[src/rtl/rdo_throttle_pkg.sv]
package rdo_throttle_pkg;

    typedef struct packed {
        logic peer;
        logic host;
        logic pause;
        logic fifo;
    } thr_src_t;

    localparam int unsigned QUANTA_W = 16;

    function automatic logic local_active(thr_src_t s);
        return s.fifo | s.pause | s.host;
    endfunction

    function automatic logic any_active(thr_src_t s);
        return local_active(s) | s.peer;
    endfunction

endpackage

[src/rtl/rdo_thr_level_hyst.sv]
module rdo_thr_level_hyst #(
    parameter int unsigned LEVEL_W = 13,
    parameter int unsigned HI_MARK = 3900,
    parameter int unsigned LO_MARK = 3000
) (
    input  logic               clk,
    input  logic               rst,
    input  logic [LEVEL_W-1:0] level,
    output logic               active
);
    localparam logic [LEVEL_W-1:0] HI = LEVEL_W'(HI_MARK);
    localparam logic [LEVEL_W-1:0] LO = LEVEL_W'(LO_MARK);

    logic above_hi, below_lo;
    assign above_hi = (level >= HI);
    assign below_lo = (level < LO);

    always_ff @(posedge clk) begin
        if (rst)           active <= 1'b0;
        else if (above_hi) active <= 1'b1;
        else if (below_lo) active <= 1'b0;
    end

    a_r2_set_high: assert property (@(posedge clk) disable iff (rst)
        (level >= HI) |=> active);
    a_r3_hold_band: assert property (@(posedge clk) disable iff (rst)
        (level >= LO && level < HI) |=> active == $past(active));
    a_r3_release: assert property (@(posedge clk) disable iff (rst)
        (level < LO && level < HI) |=> !active);
endmodule

[src/rtl/rdo_thr_pause_timer.sv]
module rdo_thr_pause_timer
    import rdo_throttle_pkg::*;
#(
    parameter int unsigned CYC_PER_QUANTUM = 8
) (
    input  logic                clk,
    input  logic                rst,
    input  logic                req,
    input  logic [QUANTA_W-1:0] quanta,
    output logic                active
);
    localparam int unsigned MUL_W = (CYC_PER_QUANTUM > 1) ? $clog2(CYC_PER_QUANTUM) + 1 : 1;
    localparam int unsigned CNT_W = QUANTA_W + MUL_W;

    logic [CNT_W-1:0] remain;
    logic [CNT_W-1:0] load_val;

    generate
        if (CYC_PER_QUANTUM == 1) begin : g_unit
            assign load_val = CNT_W'(quanta);
        end else begin : g_scaled
            assign load_val = CNT_W'(quanta) * CNT_W'(CYC_PER_QUANTUM);
        end
    endgenerate

    always_ff @(posedge clk) begin
        if (rst)                 remain <= '0;
        else if (req)            remain <= load_val;
        else if (remain != '0)   remain <= remain - 1'b1;
    end

    assign active = (remain != '0);

    a_r4_load: assert property (@(posedge clk) disable iff (rst)
        req |=> remain == CNT_W'($past(quanta)) * CNT_W'(CYC_PER_QUANTUM));
    a_r4_count_down: assert property (@(posedge clk) disable iff (rst)
        (!req && remain != '0) |=> remain == $past(remain) - 1'b1);
    a_r4_idle_stays: assert property (@(posedge clk) disable iff (rst)
        (!req && remain == '0) |=> !active);
endmodule

[src/rtl/rdo_thr_host_hold.sv]
module rdo_thr_host_hold (
    input  logic clk,
    input  logic rst,
    input  logic busy,
    input  logic resume,
    output logic hold
);
    always_ff @(posedge clk) begin
        if (rst)         hold <= 1'b0;
        else if (busy)   hold <= 1'b1;
        else if (resume) hold <= 1'b0;
    end

    a_r5_busy_sets: assert property (@(posedge clk) disable iff (rst)
        busy |=> hold);
    a_r5_resume_clears: assert property (@(posedge clk) disable iff (rst)
        (resume && !busy) |=> !hold);
    a_r5_quiet_keeps: assert property (@(posedge clk) disable iff (rst)
        (!resume && !busy) |=> hold == $past(hold));
endmodule

[src/rtl/rdo_throttle_ctrl.sv]
module rdo_throttle_ctrl
    import rdo_throttle_pkg::*;
#(
    parameter int unsigned LEVEL_W         = 13,
    parameter int unsigned HI_MARK         = 3900,
    parameter int unsigned LO_MARK         = 3000,
    parameter int unsigned CYC_PER_QUANTUM = 8,
    parameter int unsigned CNT_W           = 32
) (
    input  logic                clk,
    input  logic                rst,
    input  logic [LEVEL_W-1:0]  fifo_level,
    input  logic                pause_req,
    input  logic [15:0]         pause_quanta,
    input  logic                peer_disable,
    input  logic                host_busy,
    input  logic                host_resume,
    input  logic                shutter_in,
    output logic                fe_enable,
    output logic                shutter_out,
    output logic                veto_out,
    output logic [3:0]          status,
    output logic [CNT_W-1:0]    throttle_cycles
);
    thr_src_t src;
    logic     fifo_act, pause_act, host_act, peer_q;
    logic     throttled;

    rdo_thr_level_hyst #(
        .LEVEL_W (LEVEL_W),
        .HI_MARK (HI_MARK),
        .LO_MARK (LO_MARK)
    ) u_level (
        .clk    (clk),
        .rst    (rst),
        .level  (fifo_level),
        .active (fifo_act)
    );

    rdo_thr_pause_timer #(
        .CYC_PER_QUANTUM (CYC_PER_QUANTUM)
    ) u_pause (
        .clk    (clk),
        .rst    (rst),
        .req    (pause_req),
        .quanta (pause_quanta),
        .active (pause_act)
    );

    rdo_thr_host_hold u_host (
        .clk    (clk),
        .rst    (rst),
        .busy   (host_busy),
        .resume (host_resume),
        .hold   (host_act)
    );

    always_ff @(posedge clk) begin
        if (rst) peer_q <= 1'b0;
        else     peer_q <= peer_disable;
    end

    always_comb begin
        src.fifo  = fifo_act;
        src.pause = pause_act;
        src.host  = host_act;
        src.peer  = peer_q;
    end

    assign throttled   = any_active(src);
    assign fe_enable   = ~throttled;
    assign veto_out    = local_active(src);
    assign shutter_out = shutter_in & fe_enable;
    assign status      = src;

    always_ff @(posedge clk) begin
        if (rst)
            throttle_cycles <= '0;
        else if (throttled && throttle_cycles != '1)
            throttle_cycles <= throttle_cycles + 1'b1;
    end

    a_r6_peer_throttles: assert property (@(posedge clk) disable iff (rst)
        peer_disable |=> !fe_enable);
    a_r7_enable_when_clear: assert property (@(posedge clk) disable iff (rst)
        (!fifo_act && !pause_act && !host_act && !peer_q) |-> fe_enable);
    a_r8_shutter_gated: assert property (@(posedge clk) disable iff (rst)
        !fe_enable |-> !shutter_out);
    a_r9_veto_local: assert property (@(posedge clk) disable iff (rst)
        veto_out |-> (fifo_act || pause_act || host_act));
    a_r11_counts: assert property (@(posedge clk) disable iff (rst)
        (!fe_enable && throttle_cycles != '1) |=> throttle_cycles == $past(throttle_cycles) + 1'b1);
    a_r11_saturates: assert property (@(posedge clk) disable iff (rst)
        (throttle_cycles == '1) |=> throttle_cycles == '1);
    a_r11_idle_holds: assert property (@(posedge clk) disable iff (rst)
        fe_enable |=> $stable(throttle_cycles));
endmodule

[config.mk]
export PLATFORM = sky130hd
export DESIGN_NAME = rdo_throttle_ctrl
export DESIGN_NICKNAME = d
export VERILOG_FILES = /design/src/rtl/rdo_throttle_pkg.sv /design/src/rtl/rdo_thr_level_hyst.sv /design/src/rtl/rdo_thr_pause_timer.sv /design/src/rtl/rdo_thr_host_hold.sv /design/src/rtl/rdo_throttle_ctrl.sv
export SDC_FILE = /design/constraint.sdc
export NUM_CORES = 1
export LEC_CHECK = 0
export BUFFER_PORTS_ARGS = -buffer_cell sky130_fd_sc_hd__clkbuf_2
export CAP_MARGIN = 10
export CORE_MARGIN = 5
export CORE_UTILIZATION = 54
export DETAILED_ROUTE_END_ITERATION = 16
export GPL_ROUTABILITY_DRIVEN = 0
export PLACE_DENSITY = 0.86
export REMOVE_ABC_BUFFERS = 1
export SYNTH_ARGS = -nofsm -noshare
export SYNTH_HDL_FRONTEND = slang
export SYNTH_SLANG_ARGS = --single-unit
[constraint.sdc]
create_clock -name clk -period 3.08 [get_ports clk]
set_clock_uncertainty 0.15 [all_clocks]
set_input_delay 0.154 -clock clk [delete_from_list [all_inputs] [get_ports clk]]
set_output_delay 0.154 -clock clk [all_outputs]
set_load 0.005 [all_outputs]
### After elaboration in Yosys (flattened, before gate mapping)

Cells that the tools add are included.

| word-level totals | value |
|---|---|
| output and inout port bits | 39 |
| word-level logic and storage cells | 28 |
| memory bits (writable) | 0 |
| latch bits | 0 |
| memories | 0 |
| input bits | 36 |
| bits in registers | 55 |
| memory bits (read-only) | 0 |

| operators by class | value |
|---|---|
| equal/unequal tests | 1 |
| magnitude comparators | 2 |
| bitwise gates (word level) | 5 |
| reduce and logical (&&, ||, !) cells | 6 |
| multipliers | 0 |
| divide/modulo/power cells | 0 |
| muxes and demuxes | 6 |
| add/sub/neg operators | 2 |
| shifts and indexed selects | 0 |

Operators with widths:

| cell | count |
|---|---|
| $mux 19 | 2 |
| $add 32x1->32 const B | 1 |
| $ne 32x32->1 const B | 1 |
| $reduce_bool 20->1 | 1 |
| $sub 20x1->20 const B | 1 |
| $ge 13x12->1 const B | 1 |
| $lt 13x12->1 const B | 1 |
| $reduce_bool 2->1 | 3 |
| $mux 1 | 4 |
| $or 1x1->1 | 3 |
| $reduce_or 2->1 | 1 |
| $and 1x1->1 | 1 |
| $logic_and 1x1->1 | 1 |
| $not 1->1 | 1 |

### Longest topological paths before layout

Gate-level depths: netlist of the first run.

| depth | value |
|---|---|
| depth after elaboration | 6 |
| depth in mapped cells | 9 |
| depth with buffers taken out | 8 |

### Modules after synthesis

From an unflattened synthesis of the first run, not the netlist that was laid out.

| unflattened totals | value |
|---|---|
| cells, all modules | 356 |
| area total of the unflattened synthesis | 2962.8 µm² |

Modules (own cells, without submodules):

| module | cells an instance | area each (µm²) | times used | sequential area each (µm²) |
|---|---|---|---|---|
| rdo_throttle_ctrl | 202 | 1725.4 | 1 | 660.6 |
| rdo_thr_pause_timer | 140 | 1109.8 | 1 | 400.4 |
| rdo_thr_level_hyst | 10 | 88.8 | 1 | 20.0 |
| rdo_thr_host_hold | 4 | 38.8 | 1 | 20.0 |

### Least setup slack after synthesis of the first run

No wires, ideal clock.

| timing | value |
|---|---|
| path type | reg2reg |
| start point | register u_pause.remain[0] |
| end point | register throttle_cycles[23] |
| clock period less this slack | 2.347 ns |
| stages on the path, launching flop included | 9 |
| path buffers | 1 |
| arrival | 2.073 ns |
| setup slack | 0.733 ns |
| required time | 2.807 ns |
| setup time | 0.123 ns |
| cells stage by stage | dfxtp_1 -> inv_1 -> ha_1 -> nor3b_1 -> nand3_1 -> o211ai_2 -> buf_4 -> nor4_1 -> mux2_1 |

| on the way | value |
|---|---|
| longest elaborated chain between the ends | 5 |

Ends and longest elaborated chain:

| item | RTL line | text |
|---|---|---|
| start: declaration | rdo_thr_pause_timer.sv:15 | `logic [CNT_W-1:0] remain;` |
| start signal: assignment | rdo_thr_pause_timer.sv:28 | `else if (req) remain <= load_val;` |
| start signal: assignment | rdo_thr_pause_timer.sv:29 | `else if (remain != '0) remain <= remain - 1'b1;` |
| $reduce_bool 20->1 | rdo_thr_pause_timer.sv:32 | `assign active = (remain != '0);` |
| $or 1x1->1 (2 in a row) | rdo_throttle_pkg.sv:13 | `return s.fifo \| s.pause \| s.host;` |
| $or 1x1->1 | rdo_throttle_pkg.sv:17 | `return local_active(s) \| s.peer;` |
| $logic_and 1x1->1 | rdo_throttle_ctrl.sv:79 | `else if (throttled && throttle_cycles != '1)` |
| end signal: assignment | rdo_throttle_ctrl.sv:80 | `throttle_cycles <= throttle_cycles + 1'b1;` |
| end: declaration | rdo_throttle_ctrl.sv:23 | `output logic [CNT_W-1:0] throttle_cycles` |

Every way passes these cells.
A chain may end at the register's enable or synchronous reset.

### Worst setup path in the final report of the first run

| timing | value |
|---|---|
| start point | register throttle_cycles[20] |
| end point | register throttle_cycles[5] |

| on the way | value |
|---|---|
| longest elaborated chain between the ends | 2 |

Ends and longest elaborated chain:

| item | RTL line |
|---|---|
| $ne 32x32->1 | rdo_throttle_ctrl.sv:79 |
| $logic_and 1x1->1 | rdo_throttle_ctrl.sv:79 |

Every way passes these cells.

==> results, run 1 <==
- Yosys printed 0 warnings.
- The global routing usage on met2 is 0.3778.
- The post-layout minimum cycle time is 2.573 ns.
- The count of buffers inserted at the top-level ports is 72.
- The average wire per standard cell is approximately 14 µm.
- The critical path startpoint category is a register.
- The overall fraction of global-route tracks in use is 0.2174.
- The kind of capture point of the worst setup path is a register.
- Counting along the longest clock path gives a buffer depth of 2.
- The number of clock sinks is 55.
- Leaving out fill and tap cells, the most frequent cell in the layout is clkbuf_2.
- The height of the die is between 80 and 90 µm.
- The critical path start-end classification is reg -> reg.
- The worst slew slack as a fraction of its limit is 0.5829.
- By area the synthesized netlist is led by dfxtp_1 (36%), a21oi_1 (5.6%), or4_1 (4.4%), nand2_1 (4.0%), nor2_1 (4.0%).
- The initial antenna violation count is 0.
- The net load switching power is 0.0003984 W.
- In this run the power density over the cells is 380.6 nW/µm².
- The total count of max-transition violations in the final report is 0.
- The fmax is 388.6 MHz.
- After clock tree synthesis, the clock-pin slew on the worst setup and hold paths is 0.10 ns.
- At the pin with the least slew margin, the transition time is ~0.62 ns.
- The count of unresolved DRC violations after routing is 0.
- For the worst-skew pair, the clock arrives at the later sink with an insertion delay of 0.32 ns.
- The first-pass iteration count of the detailed router is 4.
- The highest-utilization routing layer at the global route stage is met2.
- Final hold analysis gives a worst-case slack of between 0.08 and 0.09 ns.
- The count of distinct cell types in the synthesized netlist is 51.
- The register area share after synthesis is 0.3595.
- In the layout the commonest cells are clkbuf_2 (72), dfxtp_1 (55), a21oi_1 (34).
- Of the total power, the share spent switching nets is 0.2804.
- The post-route core utilization is 0.6780.
- Buffers inserted during clock tree synthesis total 5.
- The initialized floorplan defines 27 standard-cell rows.
- The arrival time at the worst endpoint is ~2.6 ns.
- The floorplan step set the die width to 85.32 µm.
- The die area is 7279 µm².
- The ratio of final minimum period to clock period is 0.8355.
- The region available for standard cell placement spans 5507 µm².
- The total count of hold-check failures in the final report is 0.
- The top flip-flop cell by instance count after synthesis is dfxtp_1.
- A synthesized cell averages 7.997 µm².
- The first global-routing pass estimated between 10000 and 15000 µm of wire.
- The count of cells in the finished layout, fillers not included, comes to ~540.
- The via count of the first global-routing pass is 2980.
- The worst hold path belongs to the class in -> reg.
- The total overflow left after global routing is 0.
- For this configuration, the core starts out at a cell density of 0.5562.
- The leakage dissipation is 1.430 nW.
- The aggregate routed wire length is about 7800 µm.
- The met1 track utilization from global routing is 0.2591.
- The power share of the combinational group is 0.173.
- The violation count after the first detailed-routing iteration is 206.
- After routing, the total negative slack on setup checks comes to 0 ns.
- The net count reported at finish is 506.
- Detailed placement ended at an HPWL of 5451 µm.
- The count of endpoints failing setup in the final report is 0.
- For this run, global-route usage on met3 was measured as 0.04854.
- The share of power burned in the clock network is 0.278.
- Setup repair after global routing left no endpoint under its margin.
- The share of the synthesized area in the top cell type is 0.3595.
- The run finished with clean final reports.
- The internal portion of total power is a little over 0.001 W.
- The number of placed instances, taps included, is 512.
- The data required time at the worst endpoint is 3.14 ns.
- The flip-flop and latch count after synthesis is 55.
- The maximum ir drop on the vdd rail is 217.2 µV.
- The number of antenna diodes in the final layout is 0.
- The sequential group share of total power is 0.549.
- In the routed layout, each cell is associated on average with a via count of 5.887.
- The async set-or-reset flop fraction in the synthesized netlist is 0.
- For this block, the via count after detailed routing is 3185.
- In this run the remaining antenna-violating nets after routing total 0.
- Across the run, the number of max-cap violations was 0.
- Pin placement for this block handled 75 I/O pins.
- The fraction of final layout cells with drive strength greater than 1 is 0.2111.
- The pin count of the biggest net entering global routing is 39.
- The H-tree generated during clock tree synthesis spans 2 levels.
- Along the worst path, the maximum fanout reaches 21.
- The area growth from synthesis to final layout is 21.90%.
- TritonCTS built the clock tree.
- Clock tree synthesis selected as its root buffer the cell clkbuf_8.
- Once the clock tree was built, the resizer swapped 0 gates to a different size.
- The synthesized netlist cell count is between 300 and 400.
- The cell area after technology mapping is 3063 µm².
- The synthesized design contains 0 enable-type register cells.
- The cell type with the largest total area after synthesis is dfxtp_1.
==> state kept, by name (all words and copies together), names as in the netlist <==
name,cells
u_host.hold,1
u_level.active,1
u_pause.remain,20
throttle_cycles,32
peer_q,1
==> worst paths after layout <==
| kind | start | end | slack [ns] | cells after the start |
|---|---|---|---|---|
| max | throttle_cycles[20]$_SDFFE_PP0P_ | throttle_cycles[5]$_SDFFE_PP0P_ | 0.51 | 6 |
| min | pause_req | u_pause.remain[6]$_SDFFE_PP0P_ | 0.09 | 3 |
| max reg2reg | throttle_cycles[20]$_SDFFE_PP0P_ | throttle_cycles[5]$_SDFFE_PP0P_ | 0.51 | 6 |
| min reg2reg | throttle_cycles[11]$_SDFFE_PP0P_ | throttle_cycles[11]$_SDFFE_PP0P_ | 0.34 | 2 |
==> kinds of logic after synthesis <==
kind of cell             after synthesis  share of synthesized area
multiplexers                           6                    0.02287
AND/OR/NAND/NOR                      178                     0.3219
AO/OA/AOI/OAI                         90                     0.1838
XOR/XNOR                              14                    0.04003
adder cells (fa/ha/maj)                2                   0.008169
flip-flops                            55                     0.3595
buffers and inverters                 38                    0.06372
==> cell usage after synthesis, types with 4 or more instances <==
master	instances
nor4_1	8
or3_1	13
nand2_1	33
xor2_1	4
nor3_1	16
nand4_1	8
inv_1	13
o21ai_1	7
a21oi_1	34
xnor2_1	10
buf_4	7
o21ai_0	11
a211oi_1	5
o31ai_1	15
nor2_1	33
or4_1	18
nand3_1	19
nor2b_1	9
mux2_1	4
clkbuf_1	12
dfxtp_1	55
o211ai_1	4
==> metal layers <==
metal,up-vias,part of all wire
met5,-,0
li1,1578,-
met3,14,0.057
met1,1505,0.43
met2,88,0.49
met4,0,0.019
==> metrics by stage <==
stage / worst slack, ns / area (µm²) / total power (W)
6_report: 0.5067 / 3734 / 0.001421
5_1_grt: 0.3770 / 3734 / 0.001494
4_1_cts: 0.5081 / 3734 / 0.001432
3_5_place_dp: 0.5452 / 3442 / 0.001017
3_3_place_gp: 0.5797 / 3442 / 0.001009
2_1_floorplan: 0.4943 / 2917 / 0.0009289
==> power groups by stage <==
stage	clock network, W	registers (W)	logic, W
floorplan	0	0.000788	0.000141
global placement	0	0.000794	0.000216
detailed placement	0	0.000795	0.000222
CTS	0.000408	0.000779	0.000245
global route	0.000436	0.000786	0.000273
finish	0.000395	0.000780	0.000246
==> worst max-delay path, stage by stage, from the launching register on <==
cell and delay [ns]:
dfxtp_1 0.45, nand4_2 0.17, or4_1 0.72, nor4b_4 0.33
buf_4 0.26, nor3_2 0.07, mux2_4 0.30
==> final cells by class <==
class | count | area, µm²
clock inverters | 1 | 5.005
repair buffers | 103 | 645.6
flip-flops and latches | 55 | 1101
well taps | 72 | 90.09
multi-input cells | 290 | 1767
fillers | 477 | 1773
inverters | 13 | 48.80
clock buffers | 7 | 76.32
==> what timing repair did <==
item                                    in CTS  in global routing
buffers inserted                             0                  0
hold buffers                                21                  0
endpoints found under the hold margin       19                  0
endpoints found under the setup margin       0                  0
No activity file was read; power rests on OpenSTA's default activity.
==> inputs of run 2 (changes only) <==
- CORE_UTILIZATION: 54 -> 48
- PLACE_DENSITY: 0.86 -> 0.81
- clock period: 3.08 -> 2.2 ns (I/O delays scaled with it)
==> run 2 against run 1 <==
Worst setup slack got worse by 0.46 ns. Final cell count up 9.4%. Sequential cell count is the same. Utilization increased by 0.27 points. Via count up 8.1%. Combinational power rose by 88%. Clock-buffer cell count down 1. Critical path type is now reg -> out. Critical endpoint is now status[1]. Largest power group unchanged.
==> results, run 2 (synthesis gave the netlist of run 1 again) <==
- Result of the run: completed (unchanged).
- The total count of hold-check failures in the final report is 0 (unchanged).
- The multi-input logic area was 1888 µm² (was 1767 µm²).
- The arrival time at the worst endpoint is 1.89 ns (was 2.63 ns).
- The largest fanout on the critical path is 6 (was 21).
- The number of clock sinks is 55 (unchanged).
- The actual slew at the worst max-slew pin is 0.4911 ns (was 0.6200 ns).
- The pin count of the biggest net entering global routing is 35 (was 39).
- The count of unresolved DRC violations after routing came to 0 (unchanged).
- The violation count after the first detailed-routing iteration is 201 (was 206).
- The total placed instance area is 3754 µm² (was 3442 µm²).
- The total global routing overflow came to 0 (unchanged).
- The total power density per cell area was 530.3 nW/µm² (was 380.6 nW/µm²).
- The number of placement rows came to 29 (was 27).
- Largest registers: throttle_cycles (32), u_pause.remain (20) (unchanged).
- The CTS tree is built (unchanged).
- The cell count after placement is 556 (was 512).
- The via count of the first global-routing pass came to 3276 (was 2980).
- The detailed-route vias per instance is 5.816 (was 5.887).
- The net count reported at finish is 552 (was 506).
- The critical path startpoint category is a register (unchanged).
- The global-route wire length before repair is 14770 µm (was 13240 µm).
- The number of antenna repair diodes was 0 (unchanged).
- The clock transition time at the flip-flop clock pins of the worst setup and hold paths is 0.10 ns (about the same).
- The post-route cell area is 4273 µm² (was 3734 µm²).
- The first-pass iteration count of the detailed router is 7 (was 4).
- The half-perimeter wire length of the detailed placement result came to 6155 µm (was 5451 µm).
- The count of H-tree levels built during CTS is 2 (unchanged).
- The total CTS buffers was 5 (unchanged).
- The number of fillers in the final layout is 498 (was 477).
- Highest-count cells in the layout ignoring fill and taps: clkbuf_2 (72), buf_4 (52), dfxtp_1 (49) (was clkbuf_2 (72), dfxtp_1 (55), a21oi_1 (34)).
- The number of nets still failing antenna checks after routing is 0 (unchanged).
- The total core area is 6277 µm² (was 5507 µm²).
- The count of buffers inserted at the top-level ports is 72 (unchanged).
- The maximum ir drop on the vdd rail was 377.4 µV (was 217.2 µV).
- The post-route core utilization is 0.6807 (was 0.6780).
- The critical path start-end classification is reg -> out (was reg -> reg).
- The register bank with the most flops was throttle_cycles (unchanged).
- The overall fraction of global-route tracks in use came to 0.2119 (was 0.2174).
- The class of the worst hold path is in -> reg (unchanged).
- The max capacitance violation total was 0 (unchanged).
- The number of I/O pins is 75 (unchanged).
- The number of non-filler instances in the completed layout is 592 (was 541).
- The post-layout minimum cycle time is 2.152 ns.
- The ratio of final minimum period to clock period is 0.9780.
- The height of the die is 89.88 µm (was 85.32 µm).
- The area growth from synthesis to final layout is 39.50% (was 21.90%).
- The average wire per standard cell is 15.43 µm (was 14.37 µm).
- The most common cell after layout, fill and taps aside is clkbuf_2 (unchanged).
- The kind of capture point of the worst setup path is an output port (was register).
- The via count is 3443 (was 3185).
- The sequential standard cell area is 1109 µm² (was 1101 µm²).
- The leakage dissipation is 1.715 nW (was 1.430 nW).
- The die area came to 8078 µm² (was 7279 µm²).
- Timing would allow up to approximately 460 MHz.
- The clock root buffer master is clkbuf_8 (unchanged).
- The total count of max-transition violations in the final report was 0 (unchanged).
- The number of flip-flops in the largest register is 32 (unchanged).
- The die width is 89.88 µm (was 85.32 µm).
- The fraction of final layout cells with drive strength greater than 1 came to 0.3359 (was 0.2111).
- The initial standard-cell utilization of the core came to 0.4879 (was 0.5562).
- The data required time at the worst endpoint is 1.94 ns (was 3.14 ns).
- The aggregate routed wire length is 9133 µm (was 7774 µm).
- The count of endpoints failing setup in the final report was 0 (unchanged).
- The number of buffers on the longest clock path is 2 (unchanged).
- The clock latency on the worst-skew pair is 0.31 ns (was 0.32 ns).
- The initial antenna violation count is 0 (unchanged).
- The worst slew slack as a fraction of its limit is 0.6722 (was 0.5829).
==> run 2: cell type report <==
type / instances / area share
Clock buffer: 6 / 0.01933
Multi-Input combinational cell: 290 / 0.4419
Timing Repair Buffer: 149 / 0.2372
Clock inverter: 2 / 0.008199
Inverter: 13 / 0.01142
Sequential cell: 55 / 0.2594
Tap cell: 77 / 0.02255
==> run 2: per-layer routing <==
layer | GRT usage | wire [µm]
met1 | 0.2510 | 3671
met2 | 0.3744 | 4623
met3 | 0.05593 | 664
met4 | 0.06079 | 174
met5 | 0 | 0
==> run 2: final timing paths <==
check	from	end	slack, ns	cells after the start
min reg2reg	throttle_cycles[24]$_SDFFE_PP0P_	throttle_cycles[24]$_SDFFE_PP0P_	0.35	2
max	u_pause.remain[0]$_SDFFE_PP0P_	status[1]	0.05	9
min	pause_req	u_pause.remain[14]$_SDFFE_PP0P_	0.07	3
max reg2reg	u_pause.remain[0]$_SDFFE_PP0P_	u_pause.remain[13]$_SDFFE_PP0P_	0.06	6
==> run 2: per-stage QoR <==
step / power (W) / worst slack, ns / setup TNS [ns] / hold WS (ns)
after floorplan: 0.001300 / -0.3857 / -6.524 / 0.02907
after global placement: 0.001448 / 0.06957 / 0 / 0.1584
after detailed placement: 0.001460 / 0.03520 / 0 / 0.1671
after CTS: 0.002196 / 0.004207 / 0 / 0.05883
after global routing: 0.002376 / -0.04279 / -0.1213 / 0.05780
final: 0.002266 / 0.04830 / 0 / 0.06802
==> run 2: repair_timing <==
| action | in CTS | in global routing |
|---|---|---|
| setup endpoints to repair | 2 | 37 |
| endpoints found under the hold margin | 23 | 0 |
| hold buffers | 22 | 0 |
| buffers inserted | 0 | 6 |
| pin swaps | 0 | 5 |
| resized for setup | 3 | 34 |
==> run 2: power by group <==
part	switching [W]	total (W)	leakage (nW)	internal [W]
registers	0.0000551	0.00109	0.452	0.00104
clock network	0.000339	0.000709	0.0612	0.000369
logic	0.000227	0.000463	1.20	0.000236
==> run 2: critical path, cell delays in order, from the launching register on <==
cell	delay, ns
dfxtp_2	0.35
inv_2	0.08
ha_4	0.14
nor3b_4	0.22
buf_6	0.14
nand4_1	0.14
nor2_2	0.17
inv_2	0.09
buf_4	0.15
clkbuf_2	0.10
==> inputs of run 3 (changes only) <==
- PLACE_DENSITY: 0.81 -> default
- PLACE_DENSITY_LB_ADDON: default -> 0.05
==> run 3 against run 2 <==
Fmax down 0.71%. Wire length down 4.0%. Worst setup slack worse by 0.015 ns. Total power down 9.2%. Largest cell class unchanged. Largest power group unchanged.
==> results, run 3 (synthesis gave the netlist of run 1 again) <==
- The via count was 3375 (was 3443).
- The number of buffer and inverter stages on the critical path was 0 (was 5).
- The via count of the first global-routing pass is 3220 (was 3276).
- The max capacitance violation total was 0 (unchanged).
- The die area is 8078 µm² (unchanged).
- The detailed-route vias per instance came to 5.597 (was 5.816).
- The total core area is 6277 µm² (unchanged).
- The overall fraction of global-route tracks in use is 0.2055 (was 0.2119).
- The final worst-path setup slack was 0.03289 ns (was 0.04830 ns).
- The fraction of final layout cells with drive strength greater than 1 is 0.3365 (was 0.3359).
- The class of the worst hold path is in -> reg (unchanged).
- The number of fillers in the final layout is 552 (was 498).
- The register bank with the most flops is throttle_cycles (unchanged).
- The initial standard-cell utilization of the core is 0.4879 (unchanged).
- The half-perimeter wire length of the detailed placement result came to 6411 µm (was 6155 µm).
- The number of placement rows is 29 (unchanged).
- The global-route wire length before repair is 14330 µm (was 14770 µm).
- The number of clock sinks is 55 (unchanged).
- Worst-path cell chain: or4_1 > or3_1 > o41ai_1 > a211o_1 > a21oi_1 (was inv_2 > ha_4 > nor3b_4 > buf_6 > nand4_1 > nor2_2 > inv_2 > buf_4 > clkbuf_2).
- The ratio of final minimum period to clock period is 0.9850 (was 0.9780).
- The largest stage delay on the critical path is 0.59 ns (was 0.35 ns).
- The overall power of the completed layout came to 0.002057 W (was 0.002266 W).
- The worst setup slack after placement is -0.05599 ns (was 0.03520 ns).
- The critical path startpoint category is a register (unchanged).
- The violation count after the first detailed-routing iteration was 168 (was 201).
- The actual slew at the worst max-slew pin is 0.5389 ns (was 0.4911 ns).
- The count of buffers inserted at the top-level ports was 72 (unchanged).
- The aggregate routed wire length came to 8769 µm (was 9133 µm).
- The number of I/O pins was 75 (unchanged).
- The maximum ir drop on the vdd rail is 279.3 µV (was 377.4 µV).
- The initial antenna violation count is 0 (unchanged).
- The clock transition time at the flip-flop clock pins of the worst setup and hold paths was 0.09 ns (was 0.10 ns).
- The net count reported at finish is 565 (was 552).
- The pin count of the biggest net entering global routing is 35 (unchanged).
- Setup repair after global routing could not meet its margin everywhere.
- The count of H-tree levels built during CTS is 2 (unchanged).
- The multi-input logic area is 1881 µm² (was 1888 µm²).
- The kind of capture point of the worst setup path is a register (was output port).
- The number of non-filler instances in the completed layout was 603 (was 592).
- The sequential standard cell area is 1105 µm² (was 1109 µm²).
- The number of nets still failing antenna checks after routing came to 0 (unchanged).
- The count of endpoints failing setup in the final report is 0 (unchanged).
- The average wire per standard cell was 14.54 µm (was 15.43 µm).
- The critical-path cell with the highest stage delay is or4_1 (was dfxtp_2).
- The cell count after placement is 567 (was 556).
- The area growth from synthesis to final layout is 42.20% (was 39.50%).
- The largest fanout on the critical path is 5 (was 6).
- The number of buffers on the longest clock path is 2 (unchanged).
- The post-route core utilization is 0.6938 (was 0.6807).
- Largest registers: throttle_cycles (32), u_pause.remain (20) (unchanged).
- The height of the die is 89.88 µm (unchanged).
- The number of antenna repair diodes is 0 (unchanged).
- The total global routing overflow is 0 (unchanged).
- The total count of hold-check failures in the final report is 0 (unchanged).
- The total count of max-transition violations in the final report is 0 (unchanged).
- The total CTS buffers is 5 (unchanged).
- The CTS tree is built (unchanged).
- The most common cell after layout, fill and taps aside is clkbuf_2 (unchanged).
- The data required time at the worst endpoint is 2.23 ns (was 1.94 ns).
- The clock root buffer master is clkbuf_8 (unchanged).
- The clock latency on the worst-skew pair is 0.30 ns (was 0.31 ns).
- The worst slew slack as a fraction of its limit is 0.6403 (was 0.6722).
- The arrival time at the worst endpoint is 2.20 ns (was 1.89 ns).
- The first-pass iteration count of the detailed router was 5 (was 7).
- Result of the run: completed (unchanged).
- The leakage dissipation is 1.786 nW (was 1.715 nW).
- The critical path start-end classification was reg -> reg (was reg -> out).
- The post-layout minimum cycle time is 2.167 ns (was 2.152 ns).
- Highest-count cells in the layout ignoring fill and taps: clkbuf_2 (71), buf_4 (60), dfxtp_1 (52) (was clkbuf_2 (72), buf_4 (52), dfxtp_1 (49)).
- The total power density per cell area is 472.2 nW/µm² (was 530.3 nW/µm²).
- The fmax was 461.4 MHz (was 464.7 MHz).
- The die width is 89.88 µm (unchanged).
- The top cell family by delay on the critical path is simple AND/OR/NAND/NOR gates (was buffers and inverters).
- The number of flip-flops in the largest register is 32 (unchanged).
- The count of unresolved DRC violations after routing came to 0 (unchanged).
[run 3: cell count changes in the layout (fill, tap and decap cells not counted), moves of 2 or more]
cell,delta
dfxtp_1,+3
a21oi_1,-3
buf_6,+3
dfxtp_2,-3
nor4_1,+2
a21oi_2,+3
buf_4,+8
nor4_2,-2
[run 3: where the power goes]
part	switching, W	internal [W]
Combinational	0.000213	0.000234
Sequential	0.0000530	0.00104
Clock	0.000305	0.000213
[run 3: per-layer routing]
| layer | GRT usage | vias up | share of wire |
|---|---|---|---|
| li1 | - | 1693 | - |
| met2 | 0.3750 | 108 | 0.51 |
| met4 | 0.04467 | 0 | 0.0091 |
| met3 | 0.04591 | 8 | 0.053 |
| met1 | 0.2443 | 1566 | 0.42 |
| met5 | 0 | - | 0 |
[run 3: path summary, 6_finish.rpt]
| check | startpoint | end | slack, ns | depth (start not counted) |
|---|---|---|---|---|
| max | u_pause.remain[3]$_SDFFE_PP0P_ | u_pause.remain[13]$_SDFFE_PP0P_ | 0.03 | 5 |
| min | pause_req | u_pause.remain[16]$_SDFFE_PP0P_ | 0.06 | 3 |
| max reg2reg | u_pause.remain[3]$_SDFFE_PP0P_ | u_pause.remain[13]$_SDFFE_PP0P_ | 0.03 | 5 |
| min reg2reg | throttle_cycles[9]$_SDFFE_PP0P_ | throttle_cycles[9]$_SDFFE_PP0P_ | 0.35 | 2 |
[run 3: metrics by stage]
step | area, µm² | hold slack, ns | setup TNS, ns
detailed placement | 3849 | 0.1578 | -0.07688
global placement | 3849 | 0.1569 | 0
global route | 4355 | 0.06256 | -0.3949
floorplan | 2917 | 0.02907 | -6.524
finish | 4355 | 0.06113 | 0
CTS | 4165 | 0.04638 | 0
[run 3: layout make-up]
type / instances / area share
multi-input cells: 290 / 0.4318
repair buffers: 162 / 0.2646
flip-flops and latches: 55 / 0.2537
well taps: 77 / 0.02212
clock buffers: 6 / 0.01666
inverters: 13 / 0.01120
[run 3: worst register-to-register path: cells and delay by family, from the launching register on]
family / cells / cell delay [ns]
AOI/OAI and AO/OA: 3 / 0.52
and+or+nand+nor: 2 / 1.02
DFF: 1 / 0.36
[run 3: timing repair]
| item | CTS | global route |
|---|---|---|
| endpoints found under the hold margin | 20 | 0 |
| pin swaps | 1 | 9 |
| setup endpoints to repair | 7 | 26 |
| buffers inserted | 0 | 7 |
| gates cloned | 0 | 1 |
| resized for setup | 7 | 29 |
| hold buffers | 22 | 0 |
